`config.mk`:
```
export PLATFORM = sky130hd
export DESIGN_NAME = sdi_rx_lane
export DESIGN_NICKNAME = d
export VERILOG_FILES = /design/src/rtl/sdi_rx_pkg.sv /design/src/rtl/sdi_rx_trs.sv /design/src/rtl/sdi_rx_lane.sv
export SDC_FILE = /design/constraint.sdc
export NUM_CORES = 1
export LEC_CHECK = 0
export BUFFER_PORTS_ARGS = -buffer_cell sky130_fd_sc_hd__buf_2
export CAP_MARGIN = 20
export CORE_MARGIN = 2
export CORE_UTILIZATION = 63
export CTS_CLUSTER_SIZE = 25
export DETAILED_ROUTE_END_ITERATION = 7
export GPL_TIMING_DRIVEN = 0
export PLACE_DENSITY_LB_ADDON = 0.3
export SYNTH_ARGS = -nofsm -noshare
export SYNTH_HDL_FRONTEND = slang
export SYNTH_HIERARCHICAL = 1
export SYNTH_SLANG_ARGS = --single-unit
```
`constraint.sdc`:
```
create_clock -name clk -period 4.2 [get_ports clk]
set_input_delay 0.84 -clock clk [delete_from_list [all_inputs] [get_ports clk]]
set_output_delay 0.84 -clock clk [all_outputs]
set_load 0.03 [all_outputs]
```
`src/rtl/sdi_rx_pkg.sv`:
```
package sdi_rx_pkg;

  localparam int WORD_W = 10;
  localparam int LN_W   = 11;
  localparam int CRC_W  = 18;
  localparam int LNLO_W = 7;

  // x^18 + x^5 + x^4 + 1, bit-reversed for an LSB-first right-shift register
  localparam logic [CRC_W-1:0] CRC_POLY_REV = 18'h23000;

  typedef enum logic [2:0] {
    POS_IDLE = 3'd0,
    POS_LN0  = 3'd1,
    POS_LN1  = 3'd2,
    POS_CK0  = 3'd3,
    POS_CK1  = 3'd4
  } word_pos_e;

  function automatic logic [CRC_W-1:0] crc_word(input logic [CRC_W-1:0] c,
                                                input logic [WORD_W-1:0] w);
    logic [CRC_W-1:0] r;
    logic fb;
    r = c;
    for (int i = 0; i < WORD_W; i++) begin
      fb = r[0] ^ w[i];
      r  = {1'b0, r[CRC_W-1:1]};
      if (fb) r = r ^ CRC_POLY_REV;
    end
    return r;
  endfunction

endpackage

```
`src/rtl/sdi_rx_trs.sv`:
```
module sdi_rx_trs #(
  parameter int W = 10
) (
  input  logic         clk,
  input  logic         rst_n,
  input  logic         en,
  input  logic [W-1:0] din,
  output logic         trs_hit,
  output logic         eav_hit,
  output logic         sav_hit
);

  localparam logic [W-1:0] ONES  = '1;
  localparam logic [W-1:0] ZEROS = '0;
  localparam int HBIT = 6;

  logic [W-1:0] h1_q, h2_q, h3_q;
  logic [W-1:0] h1_d, h2_d, h3_d;

  always_comb begin
    h1_d = h1_q;
    h2_d = h2_q;
    h3_d = h3_q;
    if (en) begin
      h1_d = din;
      h2_d = h1_q;
      h3_d = h2_q;
    end
  end

  always_ff @(posedge clk or negedge rst_n) begin
    if (!rst_n) begin
      h1_q <= '0;
      h2_q <= '0;
      h3_q <= '0;
    end else begin
      h1_q <= h1_d;
      h2_q <= h2_d;
      h3_q <= h3_d;
    end
  end

  assign trs_hit = en && (h3_q == ONES) && (h2_q == ZEROS) && (h1_q == ZEROS);
  assign eav_hit = trs_hit &&  din[HBIT];
  assign sav_hit = trs_hit && !din[HBIT];

endmodule

```
`src/rtl/sdi_rx_lane.sv`:
```
module sdi_rx_lane
  import sdi_rx_pkg::*;
(
  input  logic              clk,
  input  logic              rst_n,
  input  logic              en,
  input  logic [WORD_W-1:0] din,
  output logic              trs_hit,
  output logic              eav_hit,
  output logic [LN_W-1:0]   ln_q,
  output logic              err_q,
  output logic              ln_stb,
  output logic              chk_stb
);

  logic sav_hit;

  sdi_rx_trs #(.W(WORD_W)) trs_i (
    .clk     (clk),
    .rst_n   (rst_n),
    .en      (en),
    .din     (din),
    .trs_hit (trs_hit),
    .eav_hit (eav_hit),
    .sav_hit (sav_hit)
  );

  word_pos_e          pos_q, pos_d;
  logic               run_q, run_d;
  logic               armed_q, armed_d;
  logic [CRC_W-1:0]   crc_q, crc_d;
  logic [LNLO_W-1:0]  lnlo_q, lnlo_d;
  logic               lobad_q, lobad_d;
  logic [LN_W-1:0]    ln_d;
  logic               err_d;
  logic               body;

  assign body    = en && !trs_hit;
  assign ln_stb  = body && (pos_q == POS_LN1);
  assign chk_stb = body && (pos_q == POS_CK1) && armed_q;

  always_comb begin
    pos_d   = pos_q;
    run_d   = run_q;
    armed_d = armed_q;
    crc_d   = crc_q;
    lnlo_d  = lnlo_q;
    lobad_d = lobad_q;
    ln_d    = ln_q;
    err_d   = err_q;
    if (en) begin
      if (run_q) crc_d = crc_word(crc_q, din);
      if (sav_hit) begin
        crc_d   = '0;
        run_d   = 1'b1;
        armed_d = 1'b1;
        pos_d   = POS_IDLE;
      end else if (eav_hit) begin
        pos_d = POS_LN0;
      end else begin
        unique case (pos_q)
          POS_LN0: begin
            lnlo_d = din[8:2];
            pos_d  = POS_LN1;
          end
          POS_LN1: begin
            ln_d  = {din[5:2], lnlo_q};
            run_d = 1'b0;
            pos_d = POS_CK0;
          end
          POS_CK0: begin
            lobad_d = (din[8:0] != crc_q[8:0]);
            pos_d   = POS_CK1;
          end
          POS_CK1: begin
            if (armed_q) err_d = lobad_q || (din[8:0] != crc_q[17:9]);
            armed_d = 1'b0;
            pos_d   = POS_IDLE;
          end
          default: pos_d = POS_IDLE;
        endcase
      end
    end
  end

  always_ff @(posedge clk or negedge rst_n) begin
    if (!rst_n) begin
      pos_q   <= POS_IDLE;
      run_q   <= 1'b0;
      armed_q <= 1'b0;
      crc_q   <= '0;
      lnlo_q  <= '0;
      lobad_q <= 1'b0;
      ln_q    <= '0;
      err_q   <= 1'b0;
    end else begin
      pos_q   <= pos_d;
      run_q   <= run_d;
      armed_q <= armed_d;
      crc_q   <= crc_d;
      lnlo_q  <= lnlo_d;
      lobad_q <= lobad_d;
      ln_q    <= ln_d;
      err_q   <= err_d;
    end
  end

endmodule

```
### Word-level counts from Yosys, hierarchy flattened

Cells that the tools add are included.

| storage, ports and cells | value |
|---|---|
| register bits after elaboration | 73 |
| output and inout bits | 16 |

| operators by class | value |
|---|---|
| eq/ne operators | 8 |
| mux-type cells | 39 |
| bitwise operators | 22 |
| reductions and logical operators | 24 |

Operator list:

| operator | number |
|---|---|
| $mux W18 | 30 |
| $not A2 Y3 | 10 |
| $logic_not A10 Y1 | 2 |
| $ne A9 B9 Y1 | 2 |
| $reduce_and A4 Y1 | 3 |
| $eq A10 B10 Y1 const B | 1 |
| $xor A1 B1 Y1 | 10 |
| $logic_and A1 B1 Y1 | 9 |
| $pmux W3 S3 | 1 |
| $eq A3 B2 Y1 const B | 2 |
| $mux W1 | 6 |
| $mux W3 | 2 |
| $reduce_and A3 Y1 | 2 |
| $reduce_bool A2 Y1 | 3 |
| $reduce_and A5 Y1 | 1 |
| $eq A3 B1 Y1 const B | 1 |
| $eq A3 B3 Y1 const B | 1 |
| $logic_not A1 Y1 | 2 |
| $ne A2 B1 Y1 const B | 1 |
| $not A1 Y1 | 2 |
| $reduce_and A2 Y1 | 1 |
| $logic_or A1 B1 Y1 | 1 |

### Depth between registers and ports, before layout

Gate-level depths: netlist of run 1.

| logic depth | value |
|---|---|
| depth in word-level cells | 40 |
| depth in mapped cells | 8 |

### By module

The synthesis of run 1 kept the hierarchy.

By module, submodules not included:

| module | times used | cells an instance | area an instance (µm²) | seq. area each (µm²) |
|---|---|---|---|---|
| sdi_rx_lane | 1 | 172 | 2044.5 | 1076.0 |
| sdi_rx_trs | 1 | 77 | 1192.4 | 750.7 |

### Worst setup path before layout of run 1

No wires, ideal clock.

| path | value |
|---|---|
| path kind | input to register |
| from | input port en |
| to | register ln_q[0] |
| arrival | 3.230 ns |
| required time | 4.075 ns |
| slack | 0.845 ns |
| cell stages on the path | 8 |
| buffers on the path | 1 |
| path through | nand4bb_1 > or4_4 > nor3_1 > nand2b_1 > nor2_2 > nand2_1 > buf_2 > mux2_2 |

| on the way | value |
|---|---|
| word-level cells in the longest chain between the ends | 6 |
| elaborated cells on any way between the ends | 8 |

Ends and longest elaborated chain:

| element | line | RTL |
|---|---|---|
| start, declared | sdi_rx_lane.sv:6 | `input logic en,` |
| $logic_and A1 B1 Y1 (3 in a row) | sdi_rx_trs.sv:43 | `assign trs_hit = en && (h3_q == ONES) && (h2_q == ZEROS) && (h1_q == ZEROS);` |
| $logic_and A1 B1 Y1 | sdi_rx_trs.sv:44 | `assign eav_hit = trs_hit && din[HBIT];` |
| net eav_hit | sdi_rx_lane.sv:9 | `output logic eav_hit,` |
| $not A1 Y1 (no line) | n/a |  |
| $reduce_and A4 Y1 (no line) | n/a |  |
| end signal, assigned | sdi_rx_lane.sv:103 | `ln_q <= ln_d;` |
| end, declared | sdi_rx_lane.sv:10 | `output logic [LN_W-1:0] ln_q,` |

The timed path passes the listed nets, and every way through them passes these cells.
A chain may end at the register's enable or synchronous reset.

### Worst setup path after layout of run 1

| path | value |
|---|---|
| from | register trs_i.h2_q[3] |
| to | output port eav_hit |

| on the way | value |
|---|---|
| word-level cells in the longest chain between the ends | 4 |

Ends and longest elaborated chain:

| element | line | RTL |
|---|---|---|
| start, declared | sdi_rx_trs.sv:17 | `logic [W-1:0] h1_q, h2_q, h3_q;` |
| start signal, assigned | sdi_rx_trs.sv:34 | `h2_q <= '0;` |
| start signal, assigned | sdi_rx_trs.sv:38 | `h2_q <= h2_d;` |
| $logic_not A10 Y1 | sdi_rx_trs.sv:43 |  |
| $logic_and A1 B1 Y1 (2 in a row) | sdi_rx_trs.sv:43 |  |
| $logic_and A1 B1 Y1 | sdi_rx_trs.sv:44 |  |
| end, declared | sdi_rx_lane.sv:9 |  |

No other way between the ends.

==> results of run 1 <==
[flip-flops by register name, indices dropped and copies added (netlist names)]
signal,flops
run_q,1
trs_i/h2_q,10
armed_q,1
lnlo_q,7
err_q,1
trs_i/h3_q,10
trs_i/h1_q,10
pos_q,3
ln_q,11
crc_q,18
lobad_q,1
[cell families after synthesis]
family | synth area share [%]
xor gates and xnor gates | 11.48
buffers and inverters | 1.005
DFF | 56.44
and+or+nand+nor | 9.162
muxes | 17.39
AOI/OAI and AO/OA | 4.523
[final cells by class]
cell class | instances | share of cell area (%)
flip-flops and latches | 73 | 49.51
multi-input cells | 168 | 37.33
clock buffers | 14 | 4.408
repair buffers | 28 | 3.866
well taps | 70 | 2.374
clock inverters | 2 | 1.628
plain buffers | 6 | 0.6782
inverters | 2 | 0.2035
[how the worst max path moves through the flow]
stage	start	end	slack (ps)	cells past startpoint
floorplan	en	ln_q[0]	850	8
global placement	en	ln_q[5]	910	8
detailed placement	en	ln_q[8]	810	8
CTS	trs_i/h2_q[3]	eav_hit	990	4
global route	trs_i/h2_q[3]	crc_q[12]	820	7
finish	trs_i/h2_q[3]	eav_hit	990	4
[layer usage]
| metal | up-vias | share of wire [%] |
|---|---|---|
| li1 | 955 | - |
| met1 | 1044 | 47 |
| met2 | 47 | 46 |
| met3 | 17 | 4.2 |
| met4 | 0 | 2.3 |
| met5 | - | 0 |
[cells in the final DEF (no fill, tap or decap), drive strengths merged]
| master | count |
|---|---|
| nand2b | 3 |
| xnor2 | 29 |
| nand4 | 6 |
| mux2 | 50 |
| nor2b | 1 |
| nand2 | 20 |
| xor2 | 10 |
| nand3 | 2 |
| bufinv | 2 |
| clkbuf | 15 |
| nand3b | 1 |
| o31ai | 1 |
| and4 | 1 |
| or4 | 3 |
| nor4 | 2 |
| a21o | 1 |
| or2 | 1 |
| o21ai | 14 |
| nand4bb | 1 |
| nor4b | 1 |
| nor2 | 8 |
| buf | 33 |
| nor3b | 1 |
| and3 | 1 |
| and2 | 1 |
| a22o | 7 |
| inv | 2 |
| nor3 | 3 |
| dfrtp | 73 |
[power breakdown]
group	total (uW)	internal, uW	switching, uW
logic	125	63.1	62.0
clock network	613	368	244
registers	777	746	30.7
total	1510	1180	337
[stage by stage]
| step | util (%) | hold slack, ps |
|---|---|---|
| after global routing | 73.18 | 518.6 |
| final | 73.18 | 503.0 |
| after global placement | 68.71 | 481.6 |
| after detailed placement | 68.76 | 489.4 |
| after floorplan | - | 469.2 |
| after CTS | 73.18 | 506.0 |
==> qor.yml, run 1 <==
logic_synthesis:
  yosysWarnings: 6
  avgSynthCellArea_um2: 13.00
  ys_ff_latch: 73
  syn_area_um2: 3237
  yosysTopAreaCell: "dfrtp_1"
  synth_edf_count: 0
  synthFlopType: "dfrtp_1"
  syn_nets: 262
  synth_area_leaders: "dfrtp_1, mux2_2, xnor2_1"
  yosysTopAreaCellShare_pct: 56.44
  ys_seq_area_share_pct: 56.44
  synth.most_common_cell: "dfrtp_1"
  synth_common_cells: "dfrtp_1, mux2_2, xnor2_1"
  async_reset_ff_share_pct: 100.0
  syn_inst: 249
  synthDistinctLibCells: 33
pwr:
  p_leak_uw: 0.001718
  ir_drop_uv: 254.6
  cellPowerDensity_nw_per_um2: 410.6
  finalPower_uw: 1515
global_route:
  use_met1_pct: 35.80
  grt-ovfl-total: 0
  use_met2_pct: 36.52
  gr-usage-met3_pct: 6.614
  grt_use_total_pct: 25.15
  top_usage_layer: "met2"
  antenna_found_initial: 0
  grt_max_degree: 74
  grt_pass1_wl_um: 10250
  grt_pass1_vias: 2073
floorplan:
  die_area_um2: 5727
  fp.dieW_um: 75.68
  core-area_um2: 5042
  fp-row-count: 26
  initial_utilization_pct: 64.19
  fp.dieH_um: 75.68
  ios: 29
hold_path:
  hold_class: "flop to flop"
  whs_endpoint: "ln_q[5]"
  holdPathStages: 1
  worstHoldStart: "ln_q[5]"
place:
  dp_cells: 347
  dp_hpwl_um: 4188
  place_ws_ps: 812.5
  gp_congestion: 0.9378
  io_buffers: 28
  placed_cell_area_um2: 3467
final_layout:
  fill_cells: 330
  ff_latch_area_um2: 1827
  final_area_um2: 3690
  finalNonFillerCells: 363
  nets: 301
  syn2layout_area_growth_pct: 13.99
  drive_above_1_share_pct: 34.13
  num_antenna_cells: 0
  multi_input_area_um2: 1378
worst_setup_path:
  r2r_end: "crc_q[12]"
  crit_buf_inv: 1
  r2r-start: "trs_i/h2_q[3]"
  cp_data_required_time_ps: 3360
  crit_path_end_kind: "output pin"
  r2r_setup_slack_ps: 1020
  worstPathMaxFanout: 3
  critPathLaunchType: "flop"
  critPathKind: "flop to output pin"
  cp_top_family: "simple AND/OR/NAND/NOR gates"
  slowest_delay_ps: 540
  ff2ff_path_depth: 7
  crit_slowest_cell: "or4_4"
  worst-endpoint-arrival_ps: 2370
  path_cells: "or4_1 -> or4_4 -> nor3_1 -> buf_2"
timing:
  skew_ps: 9.745
  finalHoldViolations: 0
  rsz0062_at_grt: "false"
  slew_violations: 0
  setup_violations: 0
  min_period_over_period_pct: 76.36
  slew_headroom_pct: 40.23
  worst_slack_ps: 993.0
  tns_ps: 0
  min_period_ps: 3207
  worstMarginPinSlew_ps: 896.5
  max_freq_mhz: 311.8
clock_tree:
  clk_path_buf_depth: 2
  cts_buffers: 9
  clk_latency_ps: 340
  ctsHoldBuffers: 0
  cts_tree: "yes"
  clkSinkCount: 73
  htreeDepth: 3
  cts_resized: 0
  cts.clk_slew.worst_paths_ps: 70
  cts_root_buf: "clkbuf_8"
  post_cts_buffers: 0
drt:
  dr.first_iter.drc_count: 161
  detail-route-antenna-nets: 0
  via_per_inst: 5.683
  vias: 2063
  drc: 0
  routed_wl_um: 6201
  avgRoutedWirePerCell_um: 17.08
  drtPass1Iterations: 5
flow_run:
  cap_violations: 0
run_status:
  status: "finished clean"
Note: power is estimated with default switching activity, not from simulation.
==> run 2, diff against run 1 <==
--- a/config.mk
+++ b/config.mk
@@ -8,7 +8,7 @@
 export BUFFER_PORTS_ARGS = -buffer_cell sky130_fd_sc_hd__buf_2
 export CAP_MARGIN = 20
 export CORE_MARGIN = 2
-export CORE_UTILIZATION = 63
+export CORE_UTILIZATION = 59
 export CTS_CLUSTER_SIZE = 25
 export DETAILED_ROUTE_END_ITERATION = 7
 export GPL_TIMING_DRIVEN = 0
==> constraint.sdc (replaced) <==
create_clock -name clk -period 3.15 [get_ports clk]
set_input_delay 0.63 -clock clk [delete_from_list [all_inputs] [get_ports clk]]
set_output_delay 0.63 -clock clk [all_outputs]
set_load 0.03 [all_outputs]
==> run 2 against run 1 <==
Effect of this change:
- clock-buffer cell count shrank 2
- first-iteration DRC count fell by 21%
- non-clock buffer count unchanged
- cell count stayed put
- critical path depth rose by 2
- sequential share of layout area about the same
- routed wire length is 1.0% higher
- combinational power is 34% higher
- critical endpoint is now chk_stb
==> qor.yml, run 2 (synthesis results as in run 1) <==
drt:
  drc: 0
  vias: 2015
  routed_wl_um: 6265
  maxUsedRoutingLayer: "met4"
  wl_met1_um: 3004
  avgRoutedWirePerCell_um: 17.26
  detail-route-antenna-nets: 0
  drtPass1Iterations: 4
  met3_length_um: 259
  dr.first_iter.drc_count: 127
  wl_met2_um: 2933
  via_per_inst: 5.551
final_layout:
  layout_common_cells: "dfrtp_1, mux2_2, buf_2"
  num_antenna_cells: 0
  fill_cells: 377
  reg_top3: "crc_q: 18 flops, ln_q: 11 flops"
  fin_util_pct: 70.94
  largest_reg_flops: 18
  drive_above_1_share_pct: 35.84
  syn2layout_area_growth_pct: 14.07
  final_area_um2: 3692
  regMostFlops: "crc_q"
  final_common_cell: "dfrtp_1"
  nets: 301
worst_setup_path:
  r2r-start: "trs_i/h2_q[2]"
  ff2ff_path_depth: 7
  worstPathMaxFanout: 3
  critPathKind: "flop to output pin"
  r2r_end: "ln_q[8]"
  r2r_setup_slack_ps: 260
  cp_data_required_time_ps: 2520
  worst-endpoint-arrival_ps: 2320
  critPathLaunchType: "flop"
  crit_path_end_kind: "output pin"
timing:
  slew_headroom_pct: 40.52
  tns_ps: 0
  rsz0062_at_grt: "false"
  finalHoldViolations: 0
  min_period_ps: 2945
  max_freq_mhz: 339.5
  worstMarginPinSlew_ps: 892.2
  slew_violations: 0
  skew_ps: 5.290
  setup_violations: 0
  min_period_over_period_pct: 93.51
floorplan:
  ios: 29
  fp.dieW_um: 78.07
  die_area_um2: 6095
  fp-row-count: 26
  initial_utilization_pct: 62.19
  core-area_um2: 5205
  fp.dieH_um: 78.07
place:
  dp_hpwl_um: 4272
  placed_cell_area_um2: 3472
  gp_congestion: 0.8947
  io_buffers: 28
clock_tree:
  clk_latency_ps: 340
  post_cts_buffers: 0
  cts_buffers: 9
  cts_root_buf: "clkbuf_8"
  clk_path_buf_depth: 2
  cts.clk_slew.worst_paths_ps: 70
  htreeDepth: 3
  cts_tree: "yes"
  clkSinkCount: 73
hold_path:
  hold_class: "primary input to asynchronous set/reset pin"
pwr:
  cellPowerDensity_nw_per_um2: 532.7
  p_seq_share_pct: 52.6
  intPower_uw: 1508
  ir_drop_uv: 288.7
  finalPower_uw: 1967
  p_leak_uw: 0.001712
  comb_power_share_pct: 8.5
  swShare_pct: 23.31
  p_sw_uw: 458.5
  p_clk_share_pct: 38.9
flow_run:
  cap_violations: 0
global_route:
  grt-ovfl-total: 0
  grt_pass1_vias: 2107
  grt_use_total_pct: 23.16
  grt_max_degree: 74
  grt_pass1_wl_um: 10470
  antenna_found_initial: 0
run_status:
  status: "finished clean"
[run 2: changes by cell type in the layout (fill, tap and decap cells not counted), sizes merged]
cell,before,now
clkbuf,15,13
clkinvlp,0,2
bufinv,2,1
clkinv,0,1
[run 2: repair_timing]
action / CTS / global route
resized for setup: 0 / 1
hold buffers: 0 / 0
endpoints found under the setup margin: 0 / 26
[run 2: critical path: stages, from the launching register on]
cell	delay [ps]
dfrtp_1	410
or4_1	520
or4_4	550
nor2_1	140
nand2b_1	140
nor2_1	50
buf_2	170
[run 2: final cells by class]
| class | count | area [um^2] | share of cell area, % |
|---|---|---|---|
| timing repair buffer | 28 | 142.6 | 3.863 |
| tap | 70 | 87.58 | 2.372 |
| buffer | 6 | 25.02 | 0.6777 |
| inverter | 2 | 7.507 | 0.2033 |
| sequential | 73 | 1827 | 49.47 |
| clock buffer | 12 | 165.2 | 4.473 |
| multi-input combinational | 168 | 1388 | 37.58 |
| clock inverter | 4 | 50.05 | 1.355 |
[run 2: power by group through the flow]
stage / Sequential, uW / Combinational, uW / Clock [uW]
after floorplan: 1040 / 111 / 0
after global placement: 1050 / 163 / 0
after detailed placement: 1050 / 167 / 0
after CTS: 1040 / 169 / 780
after global routing: 1040 / 183 / 817
final: 1040 / 167 / 764
[run 2: stage by stage]
stage	instances	setup slack, ps	hold slack (ps)
finish	363	204.5	407.9
global route	363	99.80	477.5
CTS	363	54.95	435.0
detailed placement	347	4.091	488.8
global placement	347	48.02	481.5
floorplan	249	183.4	334.4
[run 2: worst max-delay path by stage]
stage,start,to,slack (ps),cells after the start
finish,trs_i/h2_q[2],chk_stb,200,6
global route,trs_i/h2_q[2],ln_q[5],100,7
CTS,trs_i/h2_q[2],crc_q[14],50,7
detailed placement,en,ln_q[8],4,8
global placement,en,ln_q[5],50,8
floorplan,trs_i/h2_q[3],ln_q[0],180,8
[run 2: metal layers]
layer / vias up / track usage (%)
met2: 45 / 34.48
met3: 7 / 6.667
met1: 1014 / 33.17
li1: 949 / -
met4: 0 / 7.544
met5: - / 0
